`config.mk`:
```
export PLATFORM = sky130hd
export DESIGN_NAME = vec_irq_ctrl
export DESIGN_NICKNAME = d
export VERILOG_FILES = /design/src/rtl/irq_ctrl_pkg.sv /design/src/rtl/irq_edge_latch.sv /design/src/rtl/irq_prio_pick.sv /design/src/rtl/irq_ack_seq.sv /design/src/rtl/vec_irq_ctrl.sv
export SDC_FILE = /design/constraint.sdc
export NUM_CORES = 1
export LEC_CHECK = 0
export CORE_ASPECT_RATIO = 1.25
export CORE_MARGIN = 4
export CORE_UTILIZATION = 30
export CTS_CLUSTER_DIAMETER = 80
export DETAILED_ROUTE_END_ITERATION = 12
export HOLD_SLACK_MARGIN = 0.1
export PLACE_DENSITY_LB_ADDON = 0.1
export SYNTH_ARGS = -nofsm -noshare
export SYNTH_HDL_FRONTEND = slang
export SYNTH_SLANG_ARGS = --single-unit
```
`constraint.sdc`:
```
create_clock -name clk -period 2.7 [get_ports clk]
set_input_delay 0.54 -clock clk [delete_from_list [all_inputs] [get_ports clk]]
set_output_delay 0.54 -clock clk [all_outputs]
set_load 0.01 [all_outputs]
```
`src/rtl/irq_ctrl_pkg.sv`:
```
// Package: shared constants, setup state type and bit helpers for the
// vectored interrupt controller. Assumes at most 8 inputs (3-bit number field).
package irq_ctrl_pkg;
    localparam logic [7:0] CALL_OPCODE = 8'hCD;

    typedef enum logic [1:0] {
        CFG_IDLE  = 2'd0,
        CFG_WAIT2 = 2'd1,
        CFG_RUN   = 2'd2
    } cfg_state_t;

    // Isolate the lowest set bit of an 8-bit vector (zero stays zero).
    function automatic logic [7:0] low_bit8(input logic [7:0] v);
        return v & (~v + 8'd1);
    endfunction
endpackage

```
`src/rtl/irq_edge_latch.sv`:
```
// Edge capture: records 0-to-1 changes on each input as pending requests.
// Assumes inputs are already synchronous to clk. A bulk clear wins over
// everything; a new edge wins over the acknowledge clear of the same bit.
module irq_edge_latch #(
    parameter int N_IN = 8,
    localparam int IW  = $clog2(N_IN)
) (
    input  logic            clk,
    input  logic            rst_n,
    input  logic            clr_all,
    input  logic [N_IN-1:0] irq_in,
    input  logic            take,
    input  logic [IW-1:0]   take_idx,
    output logic [N_IN-1:0] pending
);
    logic [N_IN-1:0] prev_q;
    logic [N_IN-1:0] rise;
    logic [N_IN-1:0] take_vec;

    // Edge detect and the bit taken by the acknowledge.
    always_comb begin
        rise     = irq_in & ~prev_q;
        take_vec = take ? (N_IN'(1) << take_idx) : '0;
    end

    // Keep the previous input sample and update the pending bits.
    always_ff @(posedge clk) begin
        if (!rst_n) begin
            prev_q  <= '0;
            pending <= '0;
        end else begin
            prev_q <= irq_in;
            if (clr_all) pending <= '0;
            else         pending <= (pending & ~take_vec) | rise;
        end
    end

    generate
        for (genvar g = 0; g < N_IN; g++) begin : g_chk

            edge_capture_chk: assert property (@(posedge clk) disable iff (!rst_n)
                (irq_in[g] && !prev_q[g] && !clr_all) |=> pending[g]);
        end
    endgenerate
endmodule

```
`src/rtl/irq_prio_pick.sv`:
```
// Fixed-priority picker: finds the lowest-numbered set bit of req.
// Combinational only; idx is 0 when nothing is set.
module irq_prio_pick #(
    parameter int N_IN = 8,
    localparam int IW  = $clog2(N_IN)
) (
    input  logic [N_IN-1:0] req,
    output logic            found,
    output logic [IW-1:0]   idx
);
    // Scan from the lowest priority up so the best bit is written last.
    always_comb begin
        found = 1'b0;
        idx   = '0;
        for (int i = N_IN - 1; i >= 0; i--) begin
            if (req[i]) begin
                found = 1'b1;
                idx   = IW'(i);
            end
        end
    end

    // Check that the pick has no better-ranked bit below it.
    always_comb begin

        if (found) begin
            prio_pick_chk: assert (req[idx] && ((req & ((N_IN'(1) << idx) - N_IN'(1))) == '0));
        end
    end
endmodule

```
`src/rtl/irq_ack_seq.sv`:
```
// Acknowledge sequencer: steps through opcode, low vector byte and high
// vector byte over three ack pulses. Latches the winner on the first pulse;
// with no winner it uses the last input number. Assumes 8 inputs.
module irq_ack_seq #(
    parameter int N_IN = 8,
    localparam int IW  = $clog2(N_IN)
) (
    input  logic          clk,
    input  logic          rst_n,
    input  logic          restart,
    input  logic          ack,
    input  logic          found,
    input  logic [IW-1:0] win_idx,
    input  logic [2:0]    base_top,
    input  logic [7:0]    base_hi,
    output logic          take,
    output logic          first_phase,
    output logic [7:0]    ack_byte
);
    import irq_ctrl_pkg::*;

    logic [1:0]    phase_q;
    logic [IW-1:0] idx_q;

    assign first_phase = (phase_q == 2'd0);
    assign take        = ack && first_phase && found;

    // Advance the phase on each ack and latch the number used for the vector.
    always_ff @(posedge clk) begin
        if (!rst_n) begin
            phase_q <= 2'd0;
            idx_q   <= '0;
        end else if (restart) begin
            phase_q <= 2'd0;
        end else if (ack) begin
            phase_q <= (phase_q == 2'd2) ? 2'd0 : phase_q + 2'd1;
            if (first_phase) idx_q <= found ? win_idx : IW'(N_IN - 1);
        end
    end

    // Select the byte for the current phase.
    always_comb begin
        case (phase_q)
            2'd0:    ack_byte = CALL_OPCODE;
            2'd1:    ack_byte = 8'({base_top, idx_q, 2'b00});
            default: ack_byte = base_hi;
        endcase
    end


    phase_range_chk: assert property (@(posedge clk) disable iff (!rst_n)
        phase_q != 2'd3);
endmodule

```
`src/rtl/vec_irq_ctrl.sv`:
```
// Top: eight-input vectored interrupt controller. Holds the setup words,
// the mask and the in-service record, gates requests by priority and
// drives registered data for reads and acknowledge cycles.
// Assumes single-cycle strobes synchronous to clk and edge-only inputs.
module vec_irq_ctrl #(
    parameter int N_IN = 8,
    localparam int IW  = $clog2(N_IN)
) (
    input  logic            clk,
    input  logic            rst_n,
    input  logic            cs,
    input  logic            a0,
    input  logic            wr_stb,
    input  logic            rd_stb,
    input  logic [7:0]      wdata,
    input  logic [N_IN-1:0] irq_in,
    input  logic            int_ack,
    output logic            int_req,
    output logic [7:0]      dout
);
    import irq_ctrl_pkg::*;

    cfg_state_t      cfg_q;
    logic [2:0]      base_top_q;
    logic [7:0]      base_hi_q;
    logic [N_IN-1:0] mask_q;
    logic [N_IN-1:0] isr_q;
    logic [N_IN-1:0] pending;
    logic [N_IN-1:0] allowed;
    logic [N_IN-1:0] eligible;
    logic [N_IN-1:0] isr_low;
    logic [N_IN-1:0] isr_set;
    logic            win_found;
    logic [IW-1:0]   win_idx;
    logic            take;
    logic            first_phase;
    logic [7:0]      ack_byte;
    logic            wr, setup1_wr, setup2_wr, mask_wr, eoi_wr;

    // Decode bus writes by address bit, data bit 4 and setup state.
    always_comb begin
        wr        = cs && wr_stb;
        setup1_wr = wr && !a0 && wdata[4];
        setup2_wr = wr && a0 && (cfg_q == CFG_WAIT2);
        mask_wr   = wr && a0 && (cfg_q == CFG_RUN);
        eoi_wr    = wr && !a0 && !wdata[4] && wdata[5] && (cfg_q == CFG_RUN);
    end

    // Priority gating: only inputs better than the best in-service one pass.
    always_comb begin
        isr_low  = N_IN'(low_bit8(8'(isr_q)));
        allowed  = isr_low - N_IN'(1);
        eligible = pending & ~mask_q & allowed;
        int_req  = (cfg_q == CFG_RUN) && (eligible != '0);
        isr_set  = take ? (N_IN'(1) << win_idx) : '0;
    end

    irq_edge_latch #(.N_IN(N_IN)) u_edge (
        .clk      (clk),
        .rst_n    (rst_n),
        .clr_all  (setup1_wr),
        .irq_in   (irq_in),
        .take     (take),
        .take_idx (win_idx),
        .pending  (pending)
    );

    irq_prio_pick #(.N_IN(N_IN)) u_pick (
        .req   (eligible),
        .found (win_found),
        .idx   (win_idx)
    );

    irq_ack_seq #(.N_IN(N_IN)) u_seq (
        .clk         (clk),
        .rst_n       (rst_n),
        .restart     (setup1_wr),
        .ack         (int_ack),
        .found       (win_found),
        .win_idx     (win_idx),
        .base_top    (base_top_q),
        .base_hi     (base_hi_q),
        .take        (take),
        .first_phase (first_phase),
        .ack_byte    (ack_byte)
    );

    // Setup sequence and the vector base registers.
    always_ff @(posedge clk) begin
        if (!rst_n) begin
            cfg_q      <= CFG_IDLE;
            base_top_q <= '0;
            base_hi_q  <= '0;
        end else if (setup1_wr) begin
            cfg_q      <= CFG_WAIT2;
            base_top_q <= wdata[7:5];
        end else if (setup2_wr) begin
            cfg_q     <= CFG_RUN;
            base_hi_q <= wdata;
        end
    end

    // Mask register: cleared by the first setup word, loaded after setup.
    always_ff @(posedge clk) begin
        if (!rst_n || setup1_wr) mask_q <= '0;
        else if (mask_wr)        mask_q <= wdata[N_IN-1:0];
    end

    // In-service record: set on the first ack, lowest bit cleared by EOI.
    always_ff @(posedge clk) begin
        if (!rst_n || setup1_wr) isr_q <= '0;
        else isr_q <= (isr_q & ~(eoi_wr ? isr_low : '0)) | isr_set;
    end

    // Output data: ack bytes take precedence over register reads.
    always_ff @(posedge clk) begin
        if (!rst_n)              dout <= 8'h00;
        else if (int_ack)        dout <= ack_byte;
        else if (cs && rd_stb)   dout <= a0 ? 8'(mask_q) : 8'(isr_q);
    end


    req_needs_setup_chk: assert property (@(posedge clk) disable iff (!rst_n)
        int_req |-> (cfg_q == CFG_RUN));


    req_unmasked_chk: assert property (@(posedge clk) disable iff (!rst_n)
        int_req |-> ((pending & ~mask_q) != '0));


    ack_opcode_chk: assert property (@(posedge clk) disable iff (!rst_n)
        (int_ack && first_phase && !setup1_wr) |=> (dout == CALL_OPCODE));


    isr_take_chk: assert property (@(posedge clk) disable iff (!rst_n)
        (take && !setup1_wr) |=> isr_q[$past(win_idx)]);


    eoi_clear_chk: assert property (@(posedge clk) disable iff (!rst_n)
        (eoi_wr && !take && (isr_q != '0)) |=>
            ($countones(isr_q) + 1 == $countones($past(isr_q))));
endmodule

```
==> out/results.ini <==
[grt]
antenna_found_initial = 0
grt_pass1_wl_um = 10500
grt_pass1_vias = 2116
grt_remaining_overflow = 0
grt.total_usage = 0.130
grt_max_degree = 28

[status]
status = finished, final reports clean

[detailed_routing]
ant_nets = 0
firstDrtPassIters = 4
vias = 2171
wl_per_cell_um = 14.4
first_iter_violations = 56
vias_per_cell = 4.72
wl_um = 6630
drc = 0

[floorplan]
initial_core_util = 0.313
num_rows = 37
die_w_um = 91.6
die_y_um = 113
core_area_um2 = 8380
pin_count = 32
fp.dieArea_um2 = 10300

[layout]
fin_cells = 460
final_cell_mix = dfxtp_1, nor2b_1, clkdlybuf4s50_1
nets = 361
area_growth_syn_to_layout_pct = 29.9
drive_above_1_share = 0.160
mostFrequentLayoutCell = dfxtp_1
num_antenna_cells = 0
final_util = 0.406

[synthesis]
synth_area_leaders = dfxtp_1, mux2i_1, nor2b_1, a21oi_1, a211oi_1
yosys_warnings = 0
synth_cells = 287
synth_edf_count = 0
synthFlopType = dfxtp_1
async_flop_share = 0
ys_seq_area_frac = 0.443
syn-num-nets = 310
yosys.area.top_type = dfxtp_1
ys_types = 42
syn-cell-area_um2 = 2620
syn_avg_cell_area_um2 = 9.13
synth_top_area_share = 0.443
ys_ff_latch = 58

[worst_setup_path]
crit_chain = or4_4, or3b_4, nand3_2, or3_4, nor2b_4, buf_6
critPathLaunchType = register
cpPeakStageDelay_ns = 0.56
critPathTopFamily = simple AND/OR/NAND/NOR gates
path_buf_inv = 1
timing.critical_path.arrival_ns = 2.07
worstSetupEndpointType = output port
rr_worst_depth = 6
required_ns = 2.16
cp.depth = 6
slowest_stage = or4_4
crit_fanout = 5
criticalPathCategory = reg -> out

[clocking]
cts.sinks = 58
path_clk_slew_ns = 0.06
cts_hold_buf = 0
max-clock-path-buffers = 2
cts_buffers = 9
cts_setup_buffers = 0
clock_latency_ns = 0.33
cts_root_buf = clkbuf_8
cts_tree = built
cts_max_level = 3

[place]
portBuffers = 31
dp_slack_ns = -0.148
hpwl_um = 4960
dp.cells = 445
routabilityCongestion = 0.785

[hold_path]
hold_depth = 2
hold_path.class = reg -> reg

[sta]
rsz0062_at_grt = no
slew_headroom = 0.282
drv_slew = 0
worst_pin_slew_ns = 1.08
fin_ws_ns = 0.0888
setup_viol = 0
max_clock_freq_mhz = 383
hold_viol = 0
setup_tns_ns = 0
fin_crit_sh = 0.967
fin_skew_ns = 0.00762
fin_crit_ns = 2.61

[power]
power.density_nw_per_um2 = 582
leakage_nw = 1.22
ir_worst_vdd_mv = 0.244

[flow_run]
maxCapViolCount = 0

[metal layers]
metal / global-route usage / share of wire / vias up
met5: 0 / 0 / -
met4: 0.0634 / 0.017 / 0
met3: 0.0221 / 0.026 / 9
met2: 0.218 / 0.48 / 29
met1: 0.161 / 0.48 / 1007
li1: - / - / 1126
[power by group]
part           internal (W)  switching (W)  total, W
clock network      0.000406       0.000336  0.000742
logic              0.000170       0.000158  0.000327
registers          0.000894      0.0000186  0.000913
total               0.00147       0.000512   0.00198
[logic make-up after synthesis]
group                  after synthesis  share of synthesized area
AOI/OAI and AO/OA                   67                      0.162
buffers and inverters               17                     0.0272
DFF                                 58                      0.443
muxes                               24                     0.0916
and+or+nand+nor                    121                      0.276
[cell usage after synthesis, drive strengths merged, types with 3 or more instances]
library cell and count:
a211oi 13, nand2 14, a21oi 25, o21ai 10, mux2i 24, nand3b 4, a311oi 3, clkbuf 13
dfxtp 58, nor3 3, nand3 5, or3b 5, nand4b 3, nand2b 11, nor2 17, buf 3
a31oi 3, nor3b 4, and2 11, nor2b 33, or3 3
[state kept, by name (all words and copies together), names as in the netlist]
name and count:
u_seq.phase_q 2, mask_q 8, base_top_q 3, dout 8
isr_q 8, base_hi_q 8, u_edge.prev_q 8, u_edge.pending 8
cfg_q 2, u_seq.idx_q 3
[timing repair]
action | CTS | global route
endpoints found under the hold margin | 0 | 0
endpoints found under the setup margin | 1 | 0
resized for setup | 11 | 0
[metrics by stage]
stage	instance area, um2	hold WS [ns]	total power, W
after global placement	3210	0.455	0.00126
after detailed placement	3210	0.454	0.00126
after global routing	3400	0.473	0.00208
final	3400	0.456	0.00198
after floorplan	2620	0.436	0.00111
after CTS	3400	0.461	0.00202
[area by class of cell]
type                    count  area (um2)
clock inverters             2        10.0
well taps                 117         146
fillers                   865        4970
inverters                   1        3.75
flip-flops and latches     58        1160
multi-input cells         212        1410
repair buffers             56         499
clock buffers              14         173
[worst paths after layout]
check | slack [ns] | startpoint | to
setup / recovery | 0.09 | isr_q[1] | int_req
hold / removal | 0.46 | u_seq.idx_q[1] | u_seq.idx_q[1]
setup reg to reg | 0.10 | isr_q[1] | u_edge.pending[6]
hold reg to reg | 0.46 | u_seq.idx_q[1] | u_seq.idx_q[1]
[worst min-delay path: stages, from the launching register on]
cell	delay, ns
dfxtp_1	0.30
nand2_1	0.04
a21boi_0	0.06
No activity file was read; power rests on OpenSTA's default activity.
